$ cat src/rtl/alu_nzcv_pkg.sv
`timescale 1ns/1ps
package alu_nzcv_pkg;

  typedef enum logic [3:0] {
    OP_AND     = 4'd0,
    OP_XOR     = 4'd1,
    OP_SUB     = 4'd2,
    OP_RSUB    = 4'd3,
    OP_ADD     = 4'd4,
    OP_ADDC    = 4'd5,
    OP_SUBC    = 4'd6,
    OP_RSUBC   = 4'd7,
    OP_TSTAND  = 4'd8,
    OP_TSTXOR  = 4'd9,
    OP_CMPSUB  = 4'd10,
    OP_CMPADD  = 4'd11,
    OP_OR      = 4'd12,
    OP_PASS    = 4'd13,
    OP_CLR     = 4'd14,
    OP_PASSN   = 4'd15
  } alu_op_e;

  typedef struct packed {
    logic n;
    logic z;
    logic c;
    logic v;
  } nzcv_t;

  // Operation classes
  function automatic logic op_is_compare(alu_op_e op);
    return (op == OP_TSTAND) || (op == OP_TSTXOR) ||
           (op == OP_CMPSUB) || (op == OP_CMPADD);
  endfunction

  function automatic logic op_is_arith(alu_op_e op);
    case (op)
      OP_ADD, OP_ADDC, OP_SUB, OP_SUBC, OP_RSUB, OP_RSUBC,
      OP_CMPSUB, OP_CMPADD: return 1'b1;
      default:              return 1'b0;
    endcase
  endfunction

  // Signed overflow: carry into the top bit differs from carry out of it
  function automatic logic signed_ovf(logic x_top, logic y_top,
                                      logic s_top, logic c_out);
    return (x_top ^ y_top ^ s_top) ^ c_out;
  endfunction

endpackage

$ cat src/rtl/alu_addsub.sv
`timescale 1ns/1ps
module alu_addsub
  import alu_nzcv_pkg::*;
#(
  parameter int W = 32
) (
  input  alu_op_e        op,
  input  logic [W-1:0]   opa,
  input  logic [W-1:0]   opb,
  input  logic           c_flag,
  output logic [W-1:0]   sum,
  output logic           c_out,
  output logic           ovf
);
  localparam int TOP = W - 1;

  logic [W-1:0] add_x;
  logic [W-1:0] add_y;
  logic         add_ci;
  logic [W:0]   wide;

  // Every subtract form becomes x + ~y + carry-in on the one adder
  always_comb begin
    add_x  = opa;
    add_y  = opb;
    add_ci = 1'b0;
    case (op)
      OP_ADDC:             add_ci = c_flag;
      OP_SUB, OP_CMPSUB: begin add_y = ~opb; add_ci = 1'b1;   end
      OP_SUBC:           begin add_y = ~opb; add_ci = c_flag; end
      OP_RSUB:           begin add_x = opb; add_y = ~opa; add_ci = 1'b1;   end
      OP_RSUBC:          begin add_x = opb; add_y = ~opa; add_ci = c_flag; end
      default: ;
    endcase
  end

  assign wide  = {1'b0, add_x} + {1'b0, add_y} + {{W{1'b0}}, add_ci};
  assign sum   = wide[W-1:0];
  assign c_out = wide[W];
  assign ovf   = signed_ovf(add_x[TOP], add_y[TOP], sum[TOP], c_out);

endmodule

$ cat src/rtl/alu_bitwise.sv
`timescale 1ns/1ps
module alu_bitwise
  import alu_nzcv_pkg::*;
#(
  parameter int W = 32
) (
  input  alu_op_e      op,
  input  logic [W-1:0] opa,
  input  logic [W-1:0] opb,
  output logic [W-1:0] res
);
  always_comb begin
    case (op)
      OP_AND, OP_TSTAND: res = opa & opb;
      OP_XOR, OP_TSTXOR: res = opa ^ opb;
      OP_OR:             res = opa | opb;
      OP_CLR:            res = opa & ~opb;
      OP_PASS:           res = opb;
      OP_PASSN:          res = ~opb;
      default:           res = '0;
    endcase
  end
endmodule

$ cat src/rtl/alu_flag_reg.sv
`timescale 1ns/1ps
module alu_flag_reg
  import alu_nzcv_pkg::*;
(
  input  logic  clk,
  input  logic  rst_n,
  input  logic  load,
  input  nzcv_t d,
  output nzcv_t q
);
  always_ff @(posedge clk or negedge rst_n) begin
    if (!rst_n)     q <= '0;
    else if (load)  q <= d;
  end
endmodule

$ cat src/rtl/alu_nzcv_core.sv
`timescale 1ns/1ps
module alu_nzcv_core
  import alu_nzcv_pkg::*;
#(
  parameter int W = 32
) (
  input  logic         clk,
  input  logic         rst_n,
  input  logic [W-1:0] opa,
  input  logic [W-1:0] opb,
  input  logic         shift_carry,
  input  logic [3:0]   opcode,
  input  logic         set_flags,
  output logic [W-1:0] result,
  output logic         wr_en,
  output logic         flag_n,
  output logic         flag_z,
  output logic         flag_c,
  output logic         flag_v
);
  localparam int TOP = W - 1;

  alu_op_e      op;
  logic [W-1:0] arith_sum;
  logic         arith_cout;
  logic         arith_ovf;
  logic [W-1:0] logic_res;
  logic         sel_arith;
  logic         sel_logic;
  nzcv_t        flags_q;
  nzcv_t        flags_d;

  assign op        = alu_op_e'(opcode);
  assign sel_arith = op_is_arith(op);
  assign sel_logic = !sel_arith;

  alu_addsub #(.W(W)) u_addsub (
    .op     (op),
    .opa    (opa),
    .opb    (opb),
    .c_flag (flags_q.c),
    .sum    (arith_sum),
    .c_out  (arith_cout),
    .ovf    (arith_ovf)
  );

  alu_bitwise #(.W(W)) u_bitwise (
    .op  (op),
    .opa (opa),
    .opb (opb),
    .res (logic_res)
  );

  assign result = sel_arith ? arith_sum : logic_res;
  assign wr_en  = !op_is_compare(op);

  always_comb begin
    flags_d.n = result[TOP];
    flags_d.z = (result == '0);
    flags_d.c = sel_arith ? arith_cout : shift_carry;
    flags_d.v = sel_arith ? arith_ovf  : flags_q.v;
  end

  alu_flag_reg u_flags (
    .clk   (clk),
    .rst_n (rst_n),
    .load  (set_flags),
    .d     (flags_d),
    .q     (flags_q)
  );

  assign flag_n = flags_q.n;
  assign flag_z = flags_q.z;
  assign flag_c = flags_q.c;
  assign flag_v = flags_q.v;

  // Flags without a set-flags request stay put
  assert_flags_hold_R7: assert property (@(posedge clk) disable iff (!rst_n)
    !set_flags |=> $stable(flags_q));

  // Zero and negative follow the value the update saw
  assert_zero_flag_R8: assert property (@(posedge clk) disable iff (!rst_n)
    set_flags |=> (flag_z == ($past(result) == '0)));

  assert_neg_flag_R8: assert property (@(posedge clk) disable iff (!rst_n)
    set_flags |=> (flag_n == $past(result[TOP])));

  // Bitwise-class updates take the shifter carry and keep V
  assert_shift_carry_R10: assert property (@(posedge clk) disable iff (!rst_n)
    (set_flags && sel_logic) |=> (flag_c == $past(shift_carry)));

  assert_keep_v_R10: assert property (@(posedge clk) disable iff (!rst_n)
    (set_flags && sel_logic) |=> $stable(flag_v));

  // Adder overflow agrees with the sign-bit rule on the true operands
  assert_sign_rule_R9: assert property (@(posedge clk) disable iff (!rst_n)
    (set_flags && (op == OP_ADD)) |=>
      (flag_v == (($past(opa[TOP]) == $past(opb[TOP])) &&
                  ($past(result[TOP]) != $past(opa[TOP])))));

endmodule

$ cat config.mk
export PLATFORM = sky130hd
export DESIGN_NAME = alu_nzcv_core
export DESIGN_NICKNAME = d
export VERILOG_FILES = /design/src/rtl/alu_nzcv_pkg.sv /design/src/rtl/alu_addsub.sv /design/src/rtl/alu_bitwise.sv /design/src/rtl/alu_flag_reg.sv /design/src/rtl/alu_nzcv_core.sv
export SDC_FILE = /design/constraint.sdc
export NUM_CORES = 1
export LEC_CHECK = 0
export BUFFER_PORTS_ARGS = -buffer_cell sky130_fd_sc_hd__buf_4
export CORE_MARGIN = 2
export CORE_UTILIZATION = 30
export DETAILED_ROUTE_END_ITERATION = 12
export PLACE_DENSITY_LB_ADDON = 0.08
export SLEW_MARGIN = 20
export SYNTH_ARGS = -nofsm -noshare
export SYNTH_HDL_FRONTEND = slang
export SYNTH_SLANG_ARGS = --single-unit
$ cat constraint.sdc
create_clock -name clk -period 10.75 [get_ports clk]
set_input_delay 2.15 -clock clk [delete_from_list [all_inputs] [get_ports clk]]
set_output_delay 2.15 -clock clk [all_outputs]
set_load 0.1 [all_outputs]
Word-level counts from Yosys, hierarchy flattened
Memories as Yosys holds them, arrays and structs flattened.
Index checks and enable logic that the tools add are counted.
{ "word_totals": {"latch_bits": 0, "ram_bits": 0, "inputBits": 72, "romBits": 16, "out_inout_bits": 37, "word_cells": 49, "n_memories": 1, "reg_bits": 4} }
{ "op_classes": {"div": 0, "n_mux": 6, "n_eq_ne": 14, "n_addsub": 2, "multipliers": 0, "order_cmp": 0, "shifts": 0, "bitwise": 9, "n_reduce_logical": 13} }
{ "memory_table": {"columns": ["memory", "words", "width", "read_ports", "rd_clocked_by_memory_dff", "wr", "line_no", "source"], "rows": [
  ["(name not given)", 16, 1, 1, 0, 0, "alu_nzcv_pkg.sv:37", "case (op)"]
]} }
{ "op_table": {"columns": ["cell", "n"], "rows": [
  ["case mux 32 bit (6 select lines)", 1],
  ["AND 32 bit", 2],
  ["two-way mux 32 bit", 2],
  ["NOT 32 bit", 2],
  ["case mux 32 bit (2 select lines)", 1],
  ["adder 32 x 32 -> 33 bit", 1],
  ["adder 33 x 1 -> 33 bit", 1],
  ["equality test 4 bit, second input constant", 8],
  ["zero test 32 bit", 1],
  ["OR 32 bit", 1],
  ["XOR 32 bit", 1],
  ["equality test 4 x 3 -> 1 bit, second input constant", 3],
  ["OR reduction 3 bit", 3],
  ["equality test 4 x 2 -> 1 bit, second input constant", 2],
  ["OR reduction 2 bit", 3],
  ["equality test 4 x 1 -> 1 bit, second input constant", 1],
  ["zero test 4 bit", 1],
  ["logical OR 1 bit", 3],
  ["XOR 1 bit", 3],
  ["case mux 1 bit (2 select lines)", 1],
  ["AND reduction 2 bit", 1],
  ["zero test 1 bit", 1],
  ["two-way mux 1 bit", 1]
]} }

Logic depth before layout (Yosys ltp)
{ "depth": {"word_depth": 7, "ltp_mapped": 23, "mapped_depth_nobuf": 18} }

Modules after synthesis
Synthesis repeated with hierarchy kept, for this count alone.
{ "hier_totals": {"cells_unflattened": 860, "hier_area_um2": 6075.8} }
{ "modules_own_cells": {"columns": ["module", "cells_per_inst", "seq_area_each_um2", "area_each_um2", "n_inst"], "rows": [
  ["alu_addsub", 427, 0.0, 2874.0, 1],
  ["alu_bitwise", 358, 0.0, 2467.4, 1],
  ["alu_nzcv_core", 67, 0.0, 589.3, 1],
  ["alu_flag_reg", 8, 100.1, 145.1, 1]
]} }

Worst setup path after synthesis
Ideal clock, no wire load.
{ "synth_timing": {"path_type": "in2out", "start": "in opcode[0]", "end": "out result[30]", "path_slack_ns": 0.052, "t_arrival_ns": 8.548, "required_ns": 8.600, "n_path_buf": 6, "cell_stages": 20, "path_cell_list": "clkbuf_1 > buf_4 > clkbuf_1 > clkbuf_1 > clkbuf_1 > nor3_1 > a21o_1 > clkbuf_1 > nor2_1 > a211oi_1 > fa_1 > inv_1 > fa_1 > a21o_1 > a221o_2 > a211o_1 > a211oi_2 > o221ai_1 > xnor2_1 > o21ai_0"} }
{ "synth_via": {"elab_chain_cells": 6, "elab_cells_between_ends": 28, "cone_classes": "2 x add/sub; 13 x eq/ne; 5 x mux; 7 x reduce/logical; 1 x memory"} }
{ "synth_rtl": {"columns": ["item", "line_no", "source"], "rows": [
  ["start, declared", "alu_nzcv_core.sv:12", "input logic [3:0] opcode,"],
  ["equality test 4 bit, or another cell as far along", "alu_addsub.sv:27", "case (op)"],
  ["OR reduction 3 bit (no source line) / OR reduction 2 bit (equally long branches)", null, null],
  ["case mux 32 bit (2 select lines) / two-way mux 32 bit (equally long branches)", "alu_addsub.sv:27", null],
  ["adder 32 x 32 -> 33 bit", "alu_addsub.sv:37", "assign wide = {1'b0, add_x} + {1'b0, add_y} + {{W{1'b0}}, add_ci};"],
  ["adder 33 x 1 -> 33 bit", "alu_addsub.sv:37", null],
  ["two-way mux 32 bit *", "alu_nzcv_core.sv:54", "assign result = sel_arith ? arith_sum : logic_res;"],
  ["end, declared", "alu_nzcv_core.sv:14", "output logic [W-1:0] result,"]
]} }
Every way passes the cells marked *; elsewhere a longest branch is shown, timed or not.

Worst setup path after layout
Ends and elaborated chain as after synthesis.

==> metrics.txt <==
# TYPE chip_impl_metric gauge
chip_impl_metric{name="detailroute.via_count",unit=""} 6474
chip_impl_metric{name="tritoncts.num_buffers",unit=""} 3
chip_impl_info{name="layout_common_cells",value="sky130_fd_sc_hd__o21ai_0 (132), sky130_fd_sc_hd__nand2_1 (123), sky130_fd_sc_hd__buf_4 (123)"} 1
chip_impl_info{name="dominantRegCellSynth",value="sky130_fd_sc_hd__dfrtp_1"} 1
chip_impl_metric{name="route.final.wire_length",unit="um"} 21800
chip_impl_metric{name="antenna_found_initial",unit=""} 0
chip_impl_info{name="tightest_hold_check_type",value="reg2reg"} 1
chip_impl_metric{name="timing.max_cap.violations",unit=""} 0
chip_impl_metric{name="maximum_fanout_along_the_worst_path",unit=""} 44
chip_impl_metric{name="clock_latency",unit="ps"} 220
chip_impl_metric{name="postSynthAreaPerCell",unit="um2"} 6.18
chip_impl_metric{name="route.detailed.vias_per_inst",unit=""} 5.64
chip_impl_metric{name="deepest_level_of_the_cts_h_tree",unit=""} 1
chip_impl_metric{name="floorplan.initialDensity",unit="%"} 30.6
chip_impl_metric{name="fin_setup_tns",unit="ps"} 0
chip_impl_metric{name="power_dens_cells",unit="nW/um2"} 125
chip_impl_metric{name="grt_first_pass_wirelength",unit="um"} 33600
chip_impl_metric{name="postSynthRegisterBits",unit=""} 4
chip_impl_metric{name="timing.final.ws_setup",unit="ps"} 1620
chip_impl_info{name="worstSetupPathType",value="in2out"} 1
chip_impl_metric{name="port_buffers",unit=""} 108
chip_impl_metric{name="netlist_instances",unit=""} 853
chip_impl_info{name="result_of_the_run",value="finished clean"} 1
chip_impl_info{name="grt_setup_unrepaired",value="no"} 1
chip_impl_info{name="crit_path_launch_type",value="input port"} 1
chip_impl_metric{name="leakage_dissipation",unit="nW"} 2.95
chip_impl_metric{name="cts_hold_buffers",unit=""} 0
chip_impl_metric{name="post-route-min-period",unit="ps"} 9130
chip_impl_metric{name="grt_use_total",unit="%"} 22.8
chip_impl_metric{name="die_area",unit="um2"} 18600
chip_impl_info{name="layout.cells.most_common",value="sky130_fd_sc_hd__o21ai_0"} 1
chip_impl_metric{name="timing.hold.ws",unit="ps"} 521
chip_impl_metric{name="worst-slew-pin-transition",unit="ps"} 981
chip_impl_metric{name="grt_max_degree",unit=""} 55
chip_impl_metric{name="cts_num_sinks",unit=""} 4
chip_impl_metric{name="post-route-drc-count",unit=""} 0
chip_impl_metric{name="finish.net_count",unit=""} 1062
chip_impl_metric{name="achievable-frequency",unit="MHz"} 110
chip_impl_info{name="worstSetupEndpointType",value="output port"} 1
chip_impl_metric{name="synth_seq_area_share",unit="%"} 1.90
chip_impl_metric{name="cts_max_path_buffers",unit=""} 2
chip_impl_metric{name="postCtsSetupBuffers",unit=""} 0
chip_impl_metric{name="worst-endpoint-required",unit="ps"} 8600
chip_impl_metric{name="timing.final.crit_share",unit="%"} 84.9
chip_impl_metric{name="antenna_cells",unit=""} 0
chip_impl_metric{name="timing.max_slew.rel_slack",unit="%"} 34.4
chip_impl_metric{name="dpl_worst_slack",unit="ps"} 1650
chip_impl_info{name="cts_tree",value="done"} 1
chip_impl_metric{name="initialDrtViolationCount",unit=""} 506
chip_impl_metric{name="drtPass1Iterations",unit=""} 9
chip_impl_metric{name="area_occupied_by_multi_input_gates",unit="um2"} 4650
chip_impl_metric{name="die_h",unit="um"} 137
chip_impl_metric{name="gr-total-overflow",unit=""} 0
chip_impl_metric{name="clock_skew",unit="ps"} 1.28
chip_impl_metric{name="final_core_utilization",unit="%"} 36.7
chip_impl_metric{name="layout.area.seq",unit="um2"} 100
chip_impl_metric{name="placementRows",unit=""} 48
chip_impl_metric{name="die_width",unit="um"} 137
chip_impl_metric{name="number_of_nets_with_antenna_violations_after_routing",unit=""} 0
chip_impl_metric{name="setup_viol_count_final",unit=""} 0
chip_impl_metric{name="drive_above_1_share",unit="%"} 15.8
chip_impl_metric{name="critPathArrivalTime",unit="ps"} 6980
chip_impl_metric{name="fillers",unit=""} 1935
chip_impl_metric{name="synth-edff-count",unit=""} 0
chip_impl_metric{name="timing.final.max_slew_violations",unit=""} 0
chip_impl_metric{name="clk_pin_slew",unit="ps"} 30
chip_impl_metric{name="syn-num-nets",unit=""} 990
chip_impl_metric{name="fin_total_pwr",unit="uW"} 791
chip_impl_metric{name="post_synth_instance_area",unit="um2"} 5270
chip_impl_info{name="register_bank_with_the_most_flops",value="u_flags.q"} 1
chip_impl_metric{name="cts_resized",unit=""} 0
chip_impl_info{name="largest_registers",value="u_flags.q: 4 flops"} 1
chip_impl_metric{name="synth.distinct_cells",unit=""} 73
chip_impl_metric{name="timing_hold_violations_final",unit=""} 0
chip_impl_metric{name="largest_register_ffs",unit=""} 4
chip_impl_metric{name="irDropWorstVdd",unit="uV"} 130
chip_impl_info{name="cts_root_buffer",value="sky130_fd_sc_hd__clkbuf_16"} 1
chip_impl_metric{name="placeableCoreArea",unit="um2"} 17200
chip_impl_metric{name="wl_per_cell",unit="um"} 19.0
chip_impl_metric{name="synthesis.yosys.warnings",unit=""} 0
chip_impl_metric{name="pin_count",unit=""} 109
chip_impl_metric{name="dp_hpwl",unit="um"} 16200
chip_impl_metric{name="vias_in_the_first_global_route",unit=""} 5949
chip_impl_metric{name="synthToLayoutAreaGrowth",unit="%"} 20.0
chip_impl_metric{name="synth_async_sr_flop_share",unit="%"} 100
chip_impl_metric{name="place.gp.congestion",unit=""} 0.843
-- logic make-up after synthesis --
group                    share of synthesized area (%)
buffers and inverters                             10.1
XOR/XNOR                                          7.48
AO/OA/AOI/OAI                                     41.0
flip-flops                                        1.90
multiplexers                                      1.35
AND/OR/NAND/NOR                                   22.5
adder cells (fa/ha/maj)                           15.7
-- per-stage QoR --
stage	std cells	instance area, um2
2_1_floorplan	853	5270
3_3_place_gp	1145	6250
3_5_place_dp	1145	6250
4_1_cts	1148	6320
5_1_grt	1148	6320
6_report	1148	6320
-- metal layers --
layer  wire length [um]  share of wire [%]  GRT usage [%]
met4                306                1.4           3.41
met5                  0                  0              0
met2               9650                 44           36.8
met3               1280                5.9          0.815
met1              10500                 48           34.2
-- final cells by class --
| cell class | instances | share of cell area (%) |
|---|---|---|
| well taps | 225 | 4.45 |
| inverters | 78 | 4.63 |
| flip-flops and latches | 4 | 1.58 |
| repair buffers | 123 | 14.6 |
| multi-input cells | 715 | 73.5 |
| clock buffers | 3 | 1.19 |
-- worst paths after layout --
check | from | to | slack (ps) | depth (start not counted)
worst max-delay path | opcode[0] | result[30] | 1620 | 17
worst min-delay path | u_flags.q[3] | u_flags.q[3] | 520 | 1
worst max register to register | u_flags.q[1] | u_flags.q[2] | 5640 | 16
worst min register to register | u_flags.q[3] | u_flags.q[3] | 520 | 1
max in group asynchronous | rst_n | u_flags.q[1] | 8930 | 1
min in group asynchronous | rst_n | u_flags.q[3] | 1720 | 1
-- worst max-delay path: stages --
cell and delay [ps]:
sky130_fd_sc_hd__buf_4 440, sky130_fd_sc_hd__inv_1 110, sky130_fd_sc_hd__nor2_1 220, sky130_fd_sc_hd__a21o_1 490, sky130_fd_sc_hd__nor2_1 70, sky130_fd_sc_hd__a211oi_1 270, sky130_fd_sc_hd__fa_1 250, sky130_fd_sc_hd__inv_1 60
sky130_fd_sc_hd__fa_1 400, sky130_fd_sc_hd__a21o_1 230, sky130_fd_sc_hd__a221o_2 430, sky130_fd_sc_hd__a211o_1 360, sky130_fd_sc_hd__a211oi_2 350, sky130_fd_sc_hd__o221ai_1 330, sky130_fd_sc_hd__xnor2_1 210, sky130_fd_sc_hd__o21ai_0 240
sky130_fd_sc_hd__buf_4 340
-- cells in the mapped netlist (3+ instances only) --
cell type | number | area share [%]
sky130_fd_sc_hd__a21oi_1 | 57 | 5.4
sky130_fd_sc_hd__a211oi_1 | 13 | 1.9
sky130_fd_sc_hd__ha_1 | 63 | 15
sky130_fd_sc_hd__o31ai_1 | 4 | 0.57
sky130_fd_sc_hd__o21a_1 | 3 | 0.43
sky130_fd_sc_hd__buf_2 | 7 | 0.66
sky130_fd_sc_hd__nand3_1 | 22 | 2.1
sky130_fd_sc_hd__inv_1 | 77 | 5.5
sky130_fd_sc_hd__a311oi_1 | 3 | 0.50
sky130_fd_sc_hd__buf_1 | 4 | 0.28
sky130_fd_sc_hd__a21boi_0 | 3 | 0.43
sky130_fd_sc_hd__xor2_1 | 21 | 3.5
sky130_fd_sc_hd__nor2b_1 | 7 | 0.83
sky130_fd_sc_hd__a221oi_1 | 7 | 1.2
sky130_fd_sc_hd__a31oi_1 | 13 | 1.5
sky130_fd_sc_hd__o221ai_1 | 14 | 2.3
sky130_fd_sc_hd__o21ai_0 | 132 | 13
sky130_fd_sc_hd__nor2_1 | 55 | 3.9
sky130_fd_sc_hd__and2_1 | 5 | 0.59
sky130_fd_sc_hd__nor3_1 | 9 | 0.85
sky130_fd_sc_hd__and3_1 | 10 | 1.2
sky130_fd_sc_hd__a32oi_1 | 5 | 0.83
sky130_fd_sc_hd__a22oi_1 | 5 | 0.71
sky130_fd_sc_hd__o311a_1 | 3 | 0.57
sky130_fd_sc_hd__mux2i_1 | 6 | 1.1
sky130_fd_sc_hd__nand2_1 | 124 | 8.8
sky130_fd_sc_hd__nand4_1 | 5 | 0.59
sky130_fd_sc_hd__a211o_1 | 6 | 1.0
sky130_fd_sc_hd__dfrtp_1 | 4 | 1.9
sky130_fd_sc_hd__a2111oi_0 | 4 | 0.66
sky130_fd_sc_hd__a21o_1 | 15 | 2.1
sky130_fd_sc_hd__o211ai_1 | 10 | 1.4
sky130_fd_sc_hd__or3_1 | 4 | 0.47
sky130_fd_sc_hd__xnor2_1 | 24 | 4.0
sky130_fd_sc_hd__nand2b_1 | 7 | 0.83
sky130_fd_sc_hd__o22ai_1 | 8 | 0.95
sky130_fd_sc_hd__clkbuf_1 | 41 | 2.9
sky130_fd_sc_hd__o32ai_1 | 4 | 0.66
-- power breakdown --
| part | leakage, nW | switching [mW] | internal (mW) |
|---|---|---|---|
| logic | 2.87 | 0.513 | 0.201 |
| registers | 0.0494 | 0.00186 | 0.0179 |
| clock network | 0.0370 | 0.00954 | 0.0474 |
| total | 2.95 | 0.524 | 0.266 |
Note: power is estimated with default switching activity, not from simulation.
